**config.mk**
```make
export PLATFORM = sky130hd
export DESIGN_NAME = asram_ctrl
export DESIGN_NICKNAME = d
export VERILOG_FILES = /design/src/rtl/asram_pkg.sv /design/src/rtl/asram_ctl.sv /design/src/rtl/asram_dp.sv /design/src/rtl/asram_ctrl.sv
export SDC_FILE = /design/constraint.sdc
export NUM_CORES = 1
export LEC_CHECK = 0
export ABC_AREA = 0
export BUFFER_PORTS_ARGS = -buffer_cell sky130_fd_sc_hd__buf_2
export CORE_MARGIN = 2
export CORE_UTILIZATION = 46
export DETAILED_ROUTE_END_ITERATION = 8
export HOLD_SLACK_MARGIN = 0.1
export PLACE_DENSITY = 0.84
export SLEW_MARGIN = 20
export SYNTH_ARGS = -nofsm -noshare
export SYNTH_HDL_FRONTEND = slang
export SYNTH_SLANG_ARGS = --single-unit
```
**constraint.sdc**
```tcl
create_clock -name clk -period 1.92 [get_ports clk]
set_input_delay 0.096 -clock clk [delete_from_list [all_inputs] [get_ports clk]]
set_output_delay 0.096 -clock clk [all_outputs]
set_load 0.1 [all_outputs]
```
**src/rtl/asram_pkg.sv**
```systemverilog
package asram_pkg;

  typedef enum logic [2:0] {
    IDLE,
    RD_ACCESS,
    RD_CAPTURE,
    WR_SETUP,
    WR_PULSE,
    WR_RECOVER,
    TURNAROUND
  } ctlState_e;

  // strobes from control to datapath; pin values are for the next cycle
  typedef struct packed {
    logic load;
    logic ce;
    logic oe;
    logic we;
    logic drive;
    logic capture;
  } ctlStrobe_t;

endpackage

```
**src/rtl/asram_ctl.sv**
```systemverilog
module asram_ctl
  import asram_pkg::*;
#(
  parameter int ACCESS_CYC = 2,
  parameter int WPULSE_CYC = 1,
  parameter int WSETUP_CYC = 1,
  parameter int TURN_CYC   = 1
) (
  input  logic       clk,
  input  logic       rst_n,
  input  logic       reqValid,
  input  logic       reqWrite,
  output logic       reqReady,
  output ctlStrobe_t strobe
);

  localparam int MAX_AB = (ACCESS_CYC > WPULSE_CYC) ? ACCESS_CYC : WPULSE_CYC;
  localparam int MAX_CD = (WSETUP_CYC > TURN_CYC) ? WSETUP_CYC : TURN_CYC;
  localparam int MAX_C  = (MAX_AB > MAX_CD) ? MAX_AB : MAX_CD;
  localparam int CNT_W  = (MAX_C > 1) ? $clog2(MAX_C) : 1;

  localparam logic [CNT_W-1:0] ACC_LD = CNT_W'(ACCESS_CYC - 1);
  localparam logic [CNT_W-1:0] WPL_LD = CNT_W'(WPULSE_CYC - 1);
  localparam logic [CNT_W-1:0] WSU_LD = CNT_W'(WSETUP_CYC - 1);
  localparam logic [CNT_W-1:0] TRN_LD = CNT_W'(TURN_CYC - 1);

  ctlState_e        state, nextState;
  logic [CNT_W-1:0] cnt, cntNext;
  logic             cntDone;

  assign cntDone  = (cnt == '0);
  assign reqReady = (state == IDLE);

  always_comb begin
    nextState = state;
    cntNext   = cnt;
    unique case (state)
      IDLE: begin
        if (reqValid) begin
          nextState = reqWrite ? WR_SETUP : RD_ACCESS;
          cntNext   = reqWrite ? WSU_LD : ACC_LD;
        end
      end
      RD_ACCESS: begin
        if (cntDone) nextState = RD_CAPTURE;
        else         cntNext   = cnt - 1'b1;
      end
      RD_CAPTURE: begin
        nextState = TURNAROUND;
        cntNext   = TRN_LD;
      end
      TURNAROUND: begin
        if (cntDone) nextState = IDLE;
        else         cntNext   = cnt - 1'b1;
      end
      WR_SETUP: begin
        if (cntDone) begin
          nextState = WR_PULSE;
          cntNext   = WPL_LD;
        end else begin
          cntNext = cnt - 1'b1;
        end
      end
      WR_PULSE: begin
        if (cntDone) nextState = WR_RECOVER;
        else         cntNext   = cnt - 1'b1;
      end
      WR_RECOVER: nextState = IDLE;
      default:    nextState = IDLE;
    endcase
  end

  always_comb begin
    strobe.load    = (state == IDLE) && reqValid;
    strobe.ce      = (nextState == RD_ACCESS) || (nextState == WR_SETUP) ||
                     (nextState == WR_PULSE)  || (nextState == WR_RECOVER);
    strobe.oe      = (nextState == RD_ACCESS);
    strobe.we      = (nextState == WR_PULSE);
    strobe.drive   = (nextState == WR_SETUP) || (nextState == WR_PULSE) ||
                     (nextState == WR_RECOVER);
    strobe.capture = (state == RD_ACCESS) && cntDone;
  end

  always_ff @(posedge clk or negedge rst_n) begin
    if (!rst_n) begin
      state <= IDLE;
      cnt   <= '0;
    end else begin
      state <= nextState;
      cnt   <= cntNext;
    end
  end

endmodule

```
**src/rtl/asram_dp.sv**
```systemverilog
module asram_dp
  import asram_pkg::*;
#(
  parameter int ADDR_W = 16,
  parameter int DATA_W = 16,
  parameter int LANE_W = 8,
  localparam int LANES = DATA_W / LANE_W
) (
  input  logic              clk,
  input  logic              rst_n,
  input  ctlStrobe_t        strobe,
  input  logic [ADDR_W-1:0] reqAddr,
  input  logic [DATA_W-1:0] reqWdata,
  input  logic [LANES-1:0]  reqMask,
  input  logic [DATA_W-1:0] memDqIn,
  output logic [ADDR_W-1:0] memAddr,
  output logic              memCeN,
  output logic              memOeN,
  output logic              memWeN,
  output logic [LANES-1:0]  memBeN,
  output logic [DATA_W-1:0] memDqOut,
  output logic              memDqOe,
  output logic [DATA_W-1:0] rspData,
  output logic              rspValid
);

  logic [LANES-1:0]  maskQ, maskNext;
  logic [DATA_W-1:0] laneData;

  assign maskNext = strobe.load ? reqMask : maskQ;

  for (genvar g = 0; g < LANES; g++) begin : gLane
    assign laneData[g*LANE_W +: LANE_W] = maskQ[g] ? memDqIn[g*LANE_W +: LANE_W]
                                                   : '0;
  end

  always_ff @(posedge clk or negedge rst_n) begin
    if (!rst_n) begin
      memAddr  <= '0;
      memCeN   <= 1'b1;
      memOeN   <= 1'b1;
      memWeN   <= 1'b1;
      memBeN   <= '1;
      memDqOut <= '0;
      memDqOe  <= 1'b0;
      maskQ    <= '0;
      rspData  <= '0;
      rspValid <= 1'b0;
    end else begin
      if (strobe.load) begin
        memAddr  <= reqAddr;
        memDqOut <= reqWdata;
        maskQ    <= reqMask;
      end
      memCeN   <= ~strobe.ce;
      memOeN   <= ~strobe.oe;
      memWeN   <= ~strobe.we;
      memBeN   <= strobe.ce ? ~maskNext : '1;
      memDqOe  <= strobe.drive;
      rspValid <= strobe.capture;
      if (strobe.capture) rspData <= laneData;
    end
  end

endmodule

```
**src/rtl/asram_ctrl.sv**
```systemverilog
module asram_ctrl
  import asram_pkg::*;
#(
  parameter int ADDR_W     = 16,
  parameter int DATA_W     = 16,
  parameter int ACCESS_CYC = 2,
  parameter int WPULSE_CYC = 1,
  parameter int WSETUP_CYC = 1,
  parameter int TURN_CYC   = 1,
  localparam int LANE_W    = DATA_W / 2
) (
  input  logic              clk,
  input  logic              rst_n,
  input  logic              reqValid,
  output logic              reqReady,
  input  logic              reqWrite,
  input  logic [ADDR_W-1:0] reqAddr,
  input  logic [DATA_W-1:0] reqWdata,
  input  logic [1:0]        reqMask,
  output logic [DATA_W-1:0] rspData,
  output logic              rspValid,
  output logic [ADDR_W-1:0] memAddr,
  output logic              memCeN,
  output logic              memOeN,
  output logic              memWeN,
  output logic              memLbN,
  output logic              memUbN,
  output logic [DATA_W-1:0] memDqOut,
  output logic              memDqOe,
  input  logic [DATA_W-1:0] memDqIn
);

  ctlStrobe_t strobe;
  logic [1:0] beN;

  asram_ctl #(
    .ACCESS_CYC (ACCESS_CYC),
    .WPULSE_CYC (WPULSE_CYC),
    .WSETUP_CYC (WSETUP_CYC),
    .TURN_CYC   (TURN_CYC)
  ) u_ctl (
    .clk      (clk),
    .rst_n    (rst_n),
    .reqValid (reqValid),
    .reqWrite (reqWrite),
    .reqReady (reqReady),
    .strobe   (strobe)
  );

  asram_dp #(
    .ADDR_W (ADDR_W),
    .DATA_W (DATA_W),
    .LANE_W (LANE_W)
  ) u_dp (
    .clk      (clk),
    .rst_n    (rst_n),
    .strobe   (strobe),
    .reqAddr  (reqAddr),
    .reqWdata (reqWdata),
    .reqMask  (reqMask),
    .memDqIn  (memDqIn),
    .memAddr  (memAddr),
    .memCeN   (memCeN),
    .memOeN   (memOeN),
    .memWeN   (memWeN),
    .memBeN   (beN),
    .memDqOut (memDqOut),
    .memDqOe  (memDqOe),
    .rspData  (rspData),
    .rspValid (rspValid)
  );

  assign memLbN = beN[0];
  assign memUbN = beN[1];

endmodule

```
==> summary by stage, run 1 <==
Global route
After global routing the overflow that remains totals 0. The first global-routing pass estimated a little under 10000 um of wire. The total routing resource utilization after global routing is a little over a fifth. The number of global-route vias before repair is roughly 2200.

The maximum number of pins on one net before global-route repair is 34. The number of antenna violations at the first check in global routing was 0.

Clock tree
Counting every sink on the clock net gives 61. The maximum level of the CTS H-tree is 3. The number of buffers added by the clock tree synthesis step is 9. Once the clock tree was built, the setup fixing pass inserted 0 buffers.

The largest buffer count on any clock path is 2. The number of hold buffers added after cts is 52. The clock reaches the later pin of the worst-skew pair after around 0.32 ns. The clock tree from TritonCTS is built. The root buffer selected by CTS is clkbuf_8. The post-cts sizing count is 0. The clock edge transition at the registers on the reported setup and hold paths is 0.06 ns.

Critical path
The flop-to-flop setup slack is approximately 0.36 ns. The endpoint identified for the worst register-to-register timing path is u_dp.memBeN[0]$_DFF_PN1_. For this run, the slowest stage of the critical path takes approximately 0.45 ns. The number of buffers and inverters on the critical path is 2. Broken down by cell family, the worst path's largest delay share belongs to buffers and inverters. The endpoint arrival time on the critical path is 1.57 ns. The critical path is of the reg -> out type. The number of cells on the worst reg-to-reg path is 4.

The worst setup path is launched from a register. Walking the worst path, the cells encountered are buf_4 > nor3_4 > buf_2. The slowest stage of the critical path is the buf_2 cell. The biggest fanout along the worst timing path is 10.

The source of the worst register-to-register timing path is u_ctl.state[0]$_DFF_PN0_. Data on the critical path is required at its endpoint by 1.82 ns. The kind of end point of the critical path is a primary output.

STA
The post-route clock period utilization is about 87%. Across all hold checks on the routed design, the worst slack comes to 0.176 ns. Setup repair after global routing left no endpoint under its margin.

The normalized max-slew margin is 66.8%. The count of endpoints failing hold in the final timing report came to 0. The fmax is between 0.5 and 0.6 GHz. The aggregate negative setup slack is 0 ns. The total setup violations reported at the end of the flow is 0. The pin slew with the least headroom to its limit is around 0.50 ns. Between clock sinks in the finished design, the worst skew comes to slightly above 0.005 ns. After layout, the minimum clock period comes to 1.67 ns. The max-slew violation count is 0.

Final layout
The post-route netlist has between 40 and 50% of its cells at a drive strength greater than 1. Relative to the synthesized area, the layout overhead comes to 53.1%. Leaving out filler cells and counting taps, the final layout contains 431.

The net count of the finished layout is 411. The antenna diode count is 0.

Detailed routing
The detailed router placed around 2100 vias in this run. Once detail routing completed, the nets flagged for antenna violations numbered 0. The first-iteration detailed-routing DRC count is 61. The detail-routed net length per standard cell is 14.1 um. The total wire length after detailed routing is 6070 um. The number of detailed-route iterations in the first pass is 5. The post-detailed-route via-to-cell ratio is roughly 4.8. In the routed design, unresolved DRC markers number 0.

Die
The die is around 77 um wide. Pin placement for this block handled 110 I/O pins. In this run the core area contains 26 standard-cell rows. For this configuration, the core starts out at a cell density of slightly below 50%. From bottom edge to top edge, the die measures roughly 77 um. The overall die area is approximately 6000 um^2. The core outline area is 5170 um^2.

Synth
The mean area per synthesized cell is ~13 um^2. The synthesized design contains between 60 and 70 register bits. The synthesized net count is 245. The gate count after technology mapping is 191. The Yosys step of the flow raised 0 warnings. The fraction of the yosys area taken by sequential cells is 61.7%.

The cell area after technology mapping is around 2500 um^2. Counting distinct cell types in the post-synthesis netlist gives 27.

Min path
The path with the worst hold slack has its endpoint at u_dp.memOeN$_DFF_PN1_. The beginning of the worst hold path is reqValid. The type of the tightest min-delay check is in -> reg. The worst hold path cell count is 4.

Placement
After detailed placement, the design holds a cell count of between 300 and 400. The total half-perimeter wirelength after legalization and detailed placement is about 3700 um. The count of buffers added on input and output ports is 109.

The final weighted congestion of routability-driven global placement is 0.769.

Job
The tool flagged a number of max-cap violations equal to 0.

Run status
The run finished with clean final reports.
[layout by cell type, fill, tap and decap left out, drive strengths merged, types with 2 or more instances in the layout]
cell type,Yosys,layout
a31oi,2,2
buf,11,117
clkbuf,3,11
clkinv,0,2
dfrtp,56,56
dfstp,5,5
dlygate4sd3,0,52
inv,5,5
mux2,34,34
mux2i,3,3
nand2,37,37
nor2,2,2
nor3,2,2
o21ai,18,18
o21bai,2,2
o22ai,3,3
[through the flow]
stage / setup slack (ns) / area [um^2] / utilization [%]
final: 0.253 / 3800 / 73.5
after global routing: 0.196 / 3800 / 73.5
after CTS: 0.235 / 3800 / 73.5
after detailed placement: 0.359 / 3080 / 59.6
after global placement: 0.402 / 3080 / 59.6
after floorplan: 0.178 / 2490 / -
[worst register-to-register path: cells and delay by family (launching register included)]
| kind | cells | cell delay, ns |
|---|---|---|
| buffers and inverters | 1 | 0.33 |
| DFF | 1 | 0.44 |
| muxes | 1 | 0.39 |
| and+or+nand+nor | 2 | 0.35 |
[synthesized netlist by cell type]
library cell	instances	area [um^2]
nor2_1	2	7.51
a32o_1	1	10.0
o22ai_1	3	18.8
buf_4	1	7.51
dfrtp_1	56	1400
o21ai_1	10	50.1
a21oi_1	1	5.00
or4b_4	1	13.8
mux2i_1	3	30.0
buf_1	2	7.51
nand2b_1	1	6.26
a22o_2	1	10.0
nor4b_4	1	23.8
o21ai_2	6	52.6
inv_1	5	18.8
nand2_1	37	139
o21ai_0	2	10.0
nor3_1	2	10.0
maj3_1	1	10.0
and3b_1	1	8.76
buf_6	8	90.1
mux2_1	2	22.5
dfstp_2	5	131
o21bai_1	2	15.0
a31oi_1	2	12.5
mux2_2	32	360
clkbuf_1	3	11.3
[flip-flops by register name, indices dropped and copies added (netlist names), 2 cells and up]
register / count
u_dp.memAddr: 16
u_ctl.state: 3
u_dp.memBeN: 2
u_dp.memDqOut: 16
u_dp.rspData: 16
u_dp.maskQ: 2
[metal layers]
metal / share of wire [%] / vias to the layer above / track usage (%)
met2: 52 / 81 / 38.1
met4: 2.1 / 0 / 10.4
li1: - / 990 / -
met1: 42 / 970 / 24.2
met5: 0 / - / 0
met3: 4.1 / 12 / 3.60
[logic make-up after synthesis]
kind of cell / synth area share, %
muxes: 16.6
adders and majority gates: 0.403
buffers and inverters: 5.44
DFF: 61.7
and+or+nand+nor: 8.41
AOI/OAI and AO/OA: 7.41
[cell type report]
cell class,instances,area [um^2]
sequential,61,1530
multi-input combinational,111,827
tap,70,87.6
inverter,5,18.8
fill,330,1370
timing repair buffer,169,1140
clock buffer,11,151
clock inverter,4,47.5
[how the worst max path moves through the flow]
stage	cells after the start	start	slack [ns]	to
floorplan	3	u_ctl.state[0]$_DFF_PN0_	0.18	u_ctl.cnt$_DFFE_PN0P_
global placement	3	u_ctl.state[0]$_DFF_PN0_	0.40	u_dp.maskQ[0]$_DFF_PN0_
finish	3	u_ctl.state[0]$_DFF_PN0_	0.25	reqReady
detailed placement	3	u_ctl.state[1]$_DFF_PN0_	0.36	u_dp.maskQ[0]$_DFF_PN0_
CTS	3	u_ctl.state[0]$_DFF_PN0_	0.24	reqReady
global route	3	u_ctl.state[0]$_DFF_PN0_	0.20	reqReady
Power of run 1 is not shown: default switching activity piles up to over one toggle a cycle in this logic, so the estimate is an artifact.
==> run 2, diff against run 1 <==
--- a/config.mk
+++ b/config.mk
@@ -6,12 +6,12 @@
 export NUM_CORES = 1
 export LEC_CHECK = 0
 export ABC_AREA = 0
-export BUFFER_PORTS_ARGS = -buffer_cell sky130_fd_sc_hd__buf_2
 export CORE_MARGIN = 2
 export CORE_UTILIZATION = 46
 export DETAILED_ROUTE_END_ITERATION = 8
+export DONT_BUFFER_PORTS = 1
 export HOLD_SLACK_MARGIN = 0.1
-export PLACE_DENSITY = 0.84
+export PLACE_DENSITY = 0.67
 export SLEW_MARGIN = 20
 export SYNTH_ARGS = -nofsm -noshare
 export SYNTH_HDL_FRONTEND = slang
==> run 2 against run 1 <==
Net effect: worst hold slack got worse by 0.020 ns; maximum frequency up 3.0%; clock skew barely moved; critical path depth unchanged; sequential share of layout area grew 2.0 points; clock-buffer cell count up 1; wire length fell by 3.7%; global-route usage decreased by 0.64 points; critical endpoint is now u_dp.memDqOut[8]$_DFFE_PN0P_; largest cell class unchanged.
==> summary by stage, run 2 (synthesis gave the netlist of run 1 again) <==
Run status
The flow ran to the end, and the final reports show no timing, DRC or antenna violations.

Global route
The number of antenna violations at the first check in global routing is 0. For this run the aggregate overflow at the end of global routing stands at 0. The number of global-route vias before repair is about 1900.

The first global-routing pass estimated between 9000 and 10000 um of wire. Entering global routing, the biggest net connects between 60 and 70 pins. Global routing used around a fifth of the available tracks.

Critical path
Along the worst path, the maximum fanout reaches 32. The worst setup path is launched from a register. The kind of end point of the critical path is a register. Measured in cells, the most critical reg-to-reg path has a length of 3. The required time of the critical path is 2.12 ns.

The critical path start-end classification is reg -> reg. Data arrives at the worst endpoint at about 1.8 ns.

Clock tree
The clock edge transition at the registers on the reported setup and hold paths is ~0.060 ns. The tree is rooted in a clkbuf_8. TritonCTS built the clock tree. The number of buffers added by the clock tree synthesis step is 9. The maximum level of the CTS H-tree is 3.

The clock reaches the later pin of the worst-skew pair after around 0.33 ns. The clock drives 61 sinks. The largest buffer count on any clock path is 2.

The number of post-CTS setup repair buffers is 0.

Final layout
The library cell used most frequently in the layout, excluding fill and tap cells, is dfrtp_1. The top cell types in the final layout, fill and taps aside, are 56 x dfrtp_1, 54 x buf_4, 53 x dlygate4sd3_1. The finished cells cover 3630 um^2. Relative to the synthesized area, the layout overhead comes to 46.0%. The net count of the finished layout is about 350. The fraction of layout cells with a size suffix above 1 is 39.1%.

0 antenna diodes ended up in the layout. The post-layout utilization of the core is 70.1%. The largest registers in the layout are u_dp.memAddr: 16 flops, u_dp.memDqOut: 16 flops, u_dp.rspData: 16 flops.

Detailed routing
Dividing the detail-routed wire length by the instance count gives approximately 16 um. The DRC violation count after routing is 0. The overall via count from detail_route is between 1500 and 2000. The post-detailed-route via-to-cell ratio is 4.95. The first detailed-routing pass took 4 iterations. The number of nets still failing antenna checks after routing is 0. The first-iteration detailed-routing DRC count is 56.

Wires add up to ~5900 um.

STA
The post-route clock period utilization is between 80 and 90%. The count of endpoints failing hold in the final timing report is 0. The max-slew violation count is 0. Between clock sinks in the finished design, the worst skew comes to 0.00532 ns. Timing would allow up to 0.618 GHz.

In this run the tightest slew margin relative to its limit is between 60% and 70%. The minimum hold slack is approximately 0.16 ns. The minimum clock period is 1.62 ns.

The aggregate negative setup slack is 0 ns. The pin slew with the least headroom to its limit is between 0.5 and 0.6 ns. Setup violations remaining at the end of the flow were counted as 0. Setup repair after global routing left no endpoint under its margin.

Min path
The worst hold path passes through 3 cells. The type of the tightest min-delay check is in -> reg.

Die
The number of rows in the core area is 26. The die is 77.5 um wide. 110 I/O pins were placed.

The core outline area is 5170 um^2. The floorplan step set the die height to about 77 um. The overall die area is 6000 um^2. Once the floorplan was initialized, standard cells occupied between 40% and 50% of the core.

Placement
Buffers placed on the I/O ports in this run total 0. At the end of routability-driven placement, the weighted congestion stood at between 0.8 and 0.9. The wire-length estimate of the detail-placed layout is 3780 um.

In this run the cell area measured after placement is between 2000 and 3000 um^2.

Job
The max-capacitance violation count is 0.
[run 2: changes by cell type in the layout (fill, tap and decap cells not counted)]
| cell | previous run | this run |
|---|---|---|
| buf_4 | 7 | 54 |
| buf_2 | 109 | 0 |
| bufinv_16 | 1 | 0 |
| clkbuf_1 | 0 | 1 |
| buf_16 | 0 | 1 |
| dlygate4sd3_1 | 52 | 53 |
| clkinv_2 | 2 | 3 |
[run 2: timing repair]
action,4_1_cts,5_1_grt
endpoints found under the hold margin,118,0
resized for setup,0,0
hold buffers,54,0
endpoints found under the setup margin,0,0
[run 2: worst paths after layout]
path / start / to / slack [ns]
max in group asynchronous: rst_n / u_dp.memWeN$_DFF_PN1_ / 1.31
min in group asynchronous: rst_n / u_dp.memDqOut[15]$_DFFE_PN0P_ / 0.30
worst max register to register: u_ctl.state[0]$_DFF_PN0_ / u_dp.memDqOut[8]$_DFFE_PN0P_ / 0.30
worst min-delay path: reqWrite / u_ctl.state[1]$_DFF_PN0_ / 0.16
worst min register to register: u_dp.memAddr[9]$_DFFE_PN0P_ / u_dp.memAddr[9]$_DFFE_PN0P_ / 0.50
worst max-delay path: u_ctl.state[0]$_DFF_PN0_ / u_dp.memDqOut[8]$_DFFE_PN0P_ / 0.30
[run 2: routing by layer]
layer / track usage (%) / up-vias / routed length (um)
met5: 0 / - / 0
met4: 12.3 / 0 / 169
met3: 4.53 / 18 / 336
met2: 34.5 / 91 / 2970
met1: 24.0 / 867 / 2370
li1: - / 864 / -
[run 2: layout make-up]
cell class / instances / area [um^2]
clock buffer: 12 / 155
multi-input combinational: 111 / 827
inverter: 5 / 18.8
fill: 353 / 1550
clock inverter: 4 / 22.5
sequential: 61 / 1530
tap: 70 / 87.6
timing repair buffer: 109 / 983
[run 2: through the flow]
stage	std cells	setup WS, ns
2_1_floorplan	191	0.178
3_3_place_gp	302	0.402
3_5_place_dp	302	0.318
4_1_cts	372	0.299
5_1_grt	372	0.211
6_report	372	0.302
[run 2: critical path, cell delays in order (launching register included)]
cell,delay [ns]
dfrtp_1,0.44
nor4b_4,0.42
buf_12,0.25
mux2_2,0.37
Power of run 2 is left out for the same reason.
==> run 3, diff against run 2 <==
--- a/config.mk
+++ b/config.mk
@@ -5,7 +5,7 @@
 export SDC_FILE = /design/constraint.sdc
 export NUM_CORES = 1
 export LEC_CHECK = 0
-export ABC_AREA = 0
+export ABC_AREA = 1
 export CORE_MARGIN = 2
 export CORE_UTILIZATION = 46
 export DETAILED_ROUTE_END_ITERATION = 8
==> constraint.sdc (replaced) <==
create_clock -name clk -period 1.5 [get_ports clk]
set_input_delay 0.075 -clock clk [delete_from_list [all_inputs] [get_ports clk]]
set_output_delay 0.075 -clock clk [all_outputs]
set_load 0.1 [all_outputs]
==> run 3 against run 2 <==
Net effect: worst setup slack worse by 0.23 ns; sequential share of layout area decreased by 0.73 points; clock skew is essentially flat; global-route usage up 0.22 points; final cell count rose by 22%; area after synthesis is 0.86% lower; clock-buffer cell count unchanged; utilization increased by 1.7 points; register-to-register slack got worse by 0.16 ns; die area decreased by 0.81%; highest routed layer unchanged; critical path depth increased by 1; non-clock buffer count unchanged.
==> summary by stage, run 3 <==
Die
The die covers just under 6000 um^2. The die outline width is 77.2 um. The core outline area is just over 5000 um^2. The die height is around 77 um.

In this run the core area contains 26 standard-cell rows. The initial utilization of the core area, before any placement, comes to roughly 48%. The number of top-level design ports is 110.

STA
Setup repair after global routing left no endpoint under its margin. The max-slew violation count is 0. Measured against its own limit, the worst slew margin works out to between 60% and 70%. Setup violations remaining at the end of the flow were counted as 0. Setup slack closes at 0.0685 ns.

The count of endpoints failing hold in the final timing report is 0. The worst path needs ~1.4 ns of the cycle, external delays included. The clock arrives with 0.00558 ns of skew. For the pin with the worst max-slew slack, the measured transition is roughly 0.49 ns. The fmax is roughly 0.70 GHz. The aggregate negative setup slack is 0 ns. The post-route clock period utilization is a little over nine tenths.

Synth
The most common cell in the netlist is nand2_1. The count of flip-flops with a built-in enable after synthesis is 0. The cell area after technology mapping is 2460 um^2. Ranked by total cell area, the synthesized netlist is headed by dfrtp_1 57%, nand2_1 12%, o21ai_0 11%. By count the netlist is led by 80 x nand2_1, 56 x dfrtp_1, 53 x o21ai_0, 43 x inv_1, 6 x clkbuf_1. The largest area contributor in the netlist is dfrtp_1. The gate count after technology mapping is 272. Counting flops with an async set or reset pin after synthesis yields a share of between 90% and 100%. The number of nets in the synthesized netlist is approximately 330. Dividing the synthesized area by the synthesized cell count gives about 9.1 um^2. The post-synthesis cell type count is 21.

The most used flip-flop cell after synthesis is dfrtp_1. The synthesized flop and latch total is 61. The warning count from the yosys run is 0. The share of the synthesized area in the top cell type is 56.9%. The share of the Yosys chip area taken by registers is between 60% and 70%.

Critical path
The worst setup path is launched from a register. The endpoint arrival time on the critical path is ~1.4 ns. The largest individual stage delay along the critical path comes from the cell dfrtp_1. The number of buffer and inverter stages on the critical path is 2.

The critical path capture point is reqReady. The kind of end point of the critical path is a primary output. The cell family contributing the most delay on the critical path is flip-flops.

The signal on the critical path passes through nor2_4 > nand2_1 > inv_1 > buf_12. The critical path start-end classification is reg -> out. Counting buffers and inverters, the worst setup path is 4 cells deep. The launching instance or port of the critical path is u_ctl.state[1]$_DFF_PN0_. In this run the critical register-to-register path is launched from u_ctl.state[1]$_DFF_PN0_. The biggest fanout along the worst timing path is 6. The worst register-to-register path ends at u_dp.rspData[7]$_DFFE_PN0P_. The largest incremental delay on the critical path is about 0.47 ns. At the worst endpoint, the required time is 1.42 ns. The depth of the worst register-to-register path is 5. The setup check on the worst reg-to-reg path leaves a slack of approximately 0.14 ns.

Clock tree
The root buffer selected by CTS is clkbuf_8. After clock tree synthesis, the clock-pin slew on the worst setup and hold paths is 0.07 ns. The clock tree from TritonCTS is built. The largest buffer count on any clock path is 2.

The clock reaches the later pin of the worst-skew pair after 0.33 ns. The number of buffers added by the clock tree synthesis step is 9. The post-cts sizing count is 0. The H-tree was split into 3 levels.

The number of clock sinks is 61.

Final layout
Relative to the synthesized area, the layout overhead comes to 49.9%. The most frequent standard cell in the layout excluding fill and tap cells is nand2_1. The largest registers in the layout are u_dp.memAddr: 16 flops, u_dp.memDqOut: 16 flops, u_dp.rspData: 16 flops. The library cells used most frequently in the layout, excluding fill and tap cells, are 80 x nand2_1, 56 x dfrtp_1, 53 x o21ai_0, 53 x dlygate4sd3_1, 53 x buf_4.

The repair_antennas step left the layout with diodes totalling 0. The area of all placed cells without fillers is 3690 um^2. In the final design database the tool counted ~430 nets. Cells with a size suffix above 1 make up 21.7% of the layout.

Global route
The number of antenna violations at the first check in global routing is 0. The first global-routing pass estimated 9750 um of wire. Entering global routing, the biggest net connects 67 pins. The remaining global-route overflow is 0. The met3 track demand over resource in global routing is under 10%. The total routing resource utilization after global routing is between 20% and 30%.

The number of global-route vias before repair is between 2000 and 2500. The most utilized layer in the global route result is met2. The met1 routing resource usage after global routing is 25.0%. In the global route stage, met2 resource usage came out at a little over a third.

Detailed routing
After detailed routing, the average wire length per cell comes to between 10 and 15 um. The number of nets still failing antenna checks after routing is 0. The first-iteration detailed-routing DRC count is approximately 190.

In the routed design, unresolved DRC markers number 0. The overall via count from detail_route is 2127. The number of detailed-route iterations in the first pass is 4. Using the TritonRoute via totals, the vias-per-cell ratio works out to between 4 and 5.

The total wire length after detailed routing is just under 6000 um.

Min path
The type of the tightest min-delay check is in -> async.

Placement
The HPWL after detailed placement is roughly 3500 um. Port buffering added 0 buffers. The congestion estimate from routability-driven global placement came to ~0.83.

Summing all placed instances gives a cell area of about 2900 um^2. The setup slack after placement is between 0.15 and 0.2 ns.

Job
Across the run, the number of max-cap violations was 0.

Run status
The flow ran to the end, and the final reports show no timing, DRC or antenna violations.
run 3: cell count changes in the layout (fill, tap and decap cells not counted), moves of 3 or more:
cell     previous run  this run
o21ai_2             6         2
mux2i_1             3         0
nand4_1             0         3
inv_1               5        43
mux2_2             32         0
o21ai_0             2        53
nand2_1            37        80
o21ai_1            10         0
nand3_1             0         5
o22ai_1             3         0
run 3: repair_timing:
item,in CTS,in global routing
setup endpoints to repair,0,1
hold buffers,52,2
endpoints found under the hold margin,117,61
setup buffers,0,1
run 3: cell type report:
class                      instances  area [um^2]
sequential                        61         1530
fill                             382         1450
timing repair buffer             109          996
multi-input combinational        152          698
inverter                          45          169
clock buffer                      12          135
tap                               70         87.6
clock inverter                     4         72.6
run 3: stage by stage:
step / utilization, % / cells / hold WS, ns
2_1_floorplan: - / 272 / -0.221
3_3_place_gp: 56.8 / 382 / -0.219
3_5_place_dp: 56.8 / 382 / -0.219
4_1_cts: 70.9 / 450 / -0.577
5_1_grt: 71.8 / 453 / 0.291
6_report: 71.8 / 453 / 0.282
run 3: cells by family after synthesis:
| family | count (synthesis) | share of synthesized area, % |
|---|---|---|
| AO/OA/AOI/OAI | 57 | 12.0 |
| buffers and inverters | 59 | 9.40 |
| flip-flops | 61 | 62.2 |
| AND/OR/NAND/NOR | 95 | 16.4 |
run 3: how the worst min path moves through the flow:
stage	startpoint	cells past startpoint	end
2_1_floorplan	rst_n	0	u_ctl.cnt$_DFFE_PN0P_
3_3_place_gp	rst_n	0	u_dp.rspData[7]$_DFFE_PN0P_
3_5_place_dp	rst_n	0	u_dp.rspData[7]$_DFFE_PN0P_
4_1_cts	rst_n	0	u_dp.memAddr[0]$_DFFE_PN0P_
5_1_grt	rst_n	2	u_dp.rspData[7]$_DFFE_PN0P_
6_report	rst_n	2	u_dp.rspData[7]$_DFFE_PN0P_
run 3: metal layers:
| metal | vias up | part of all wire (%) |
|---|---|---|
| li1 | 1052 | - |
| met1 | 984 | 42 |
| met2 | 76 | 50 |
| met3 | 15 | 5.5 |
| met4 | 0 | 2.1 |
| met5 | - | 0 |
Power of run 3 is left out for the same reason.
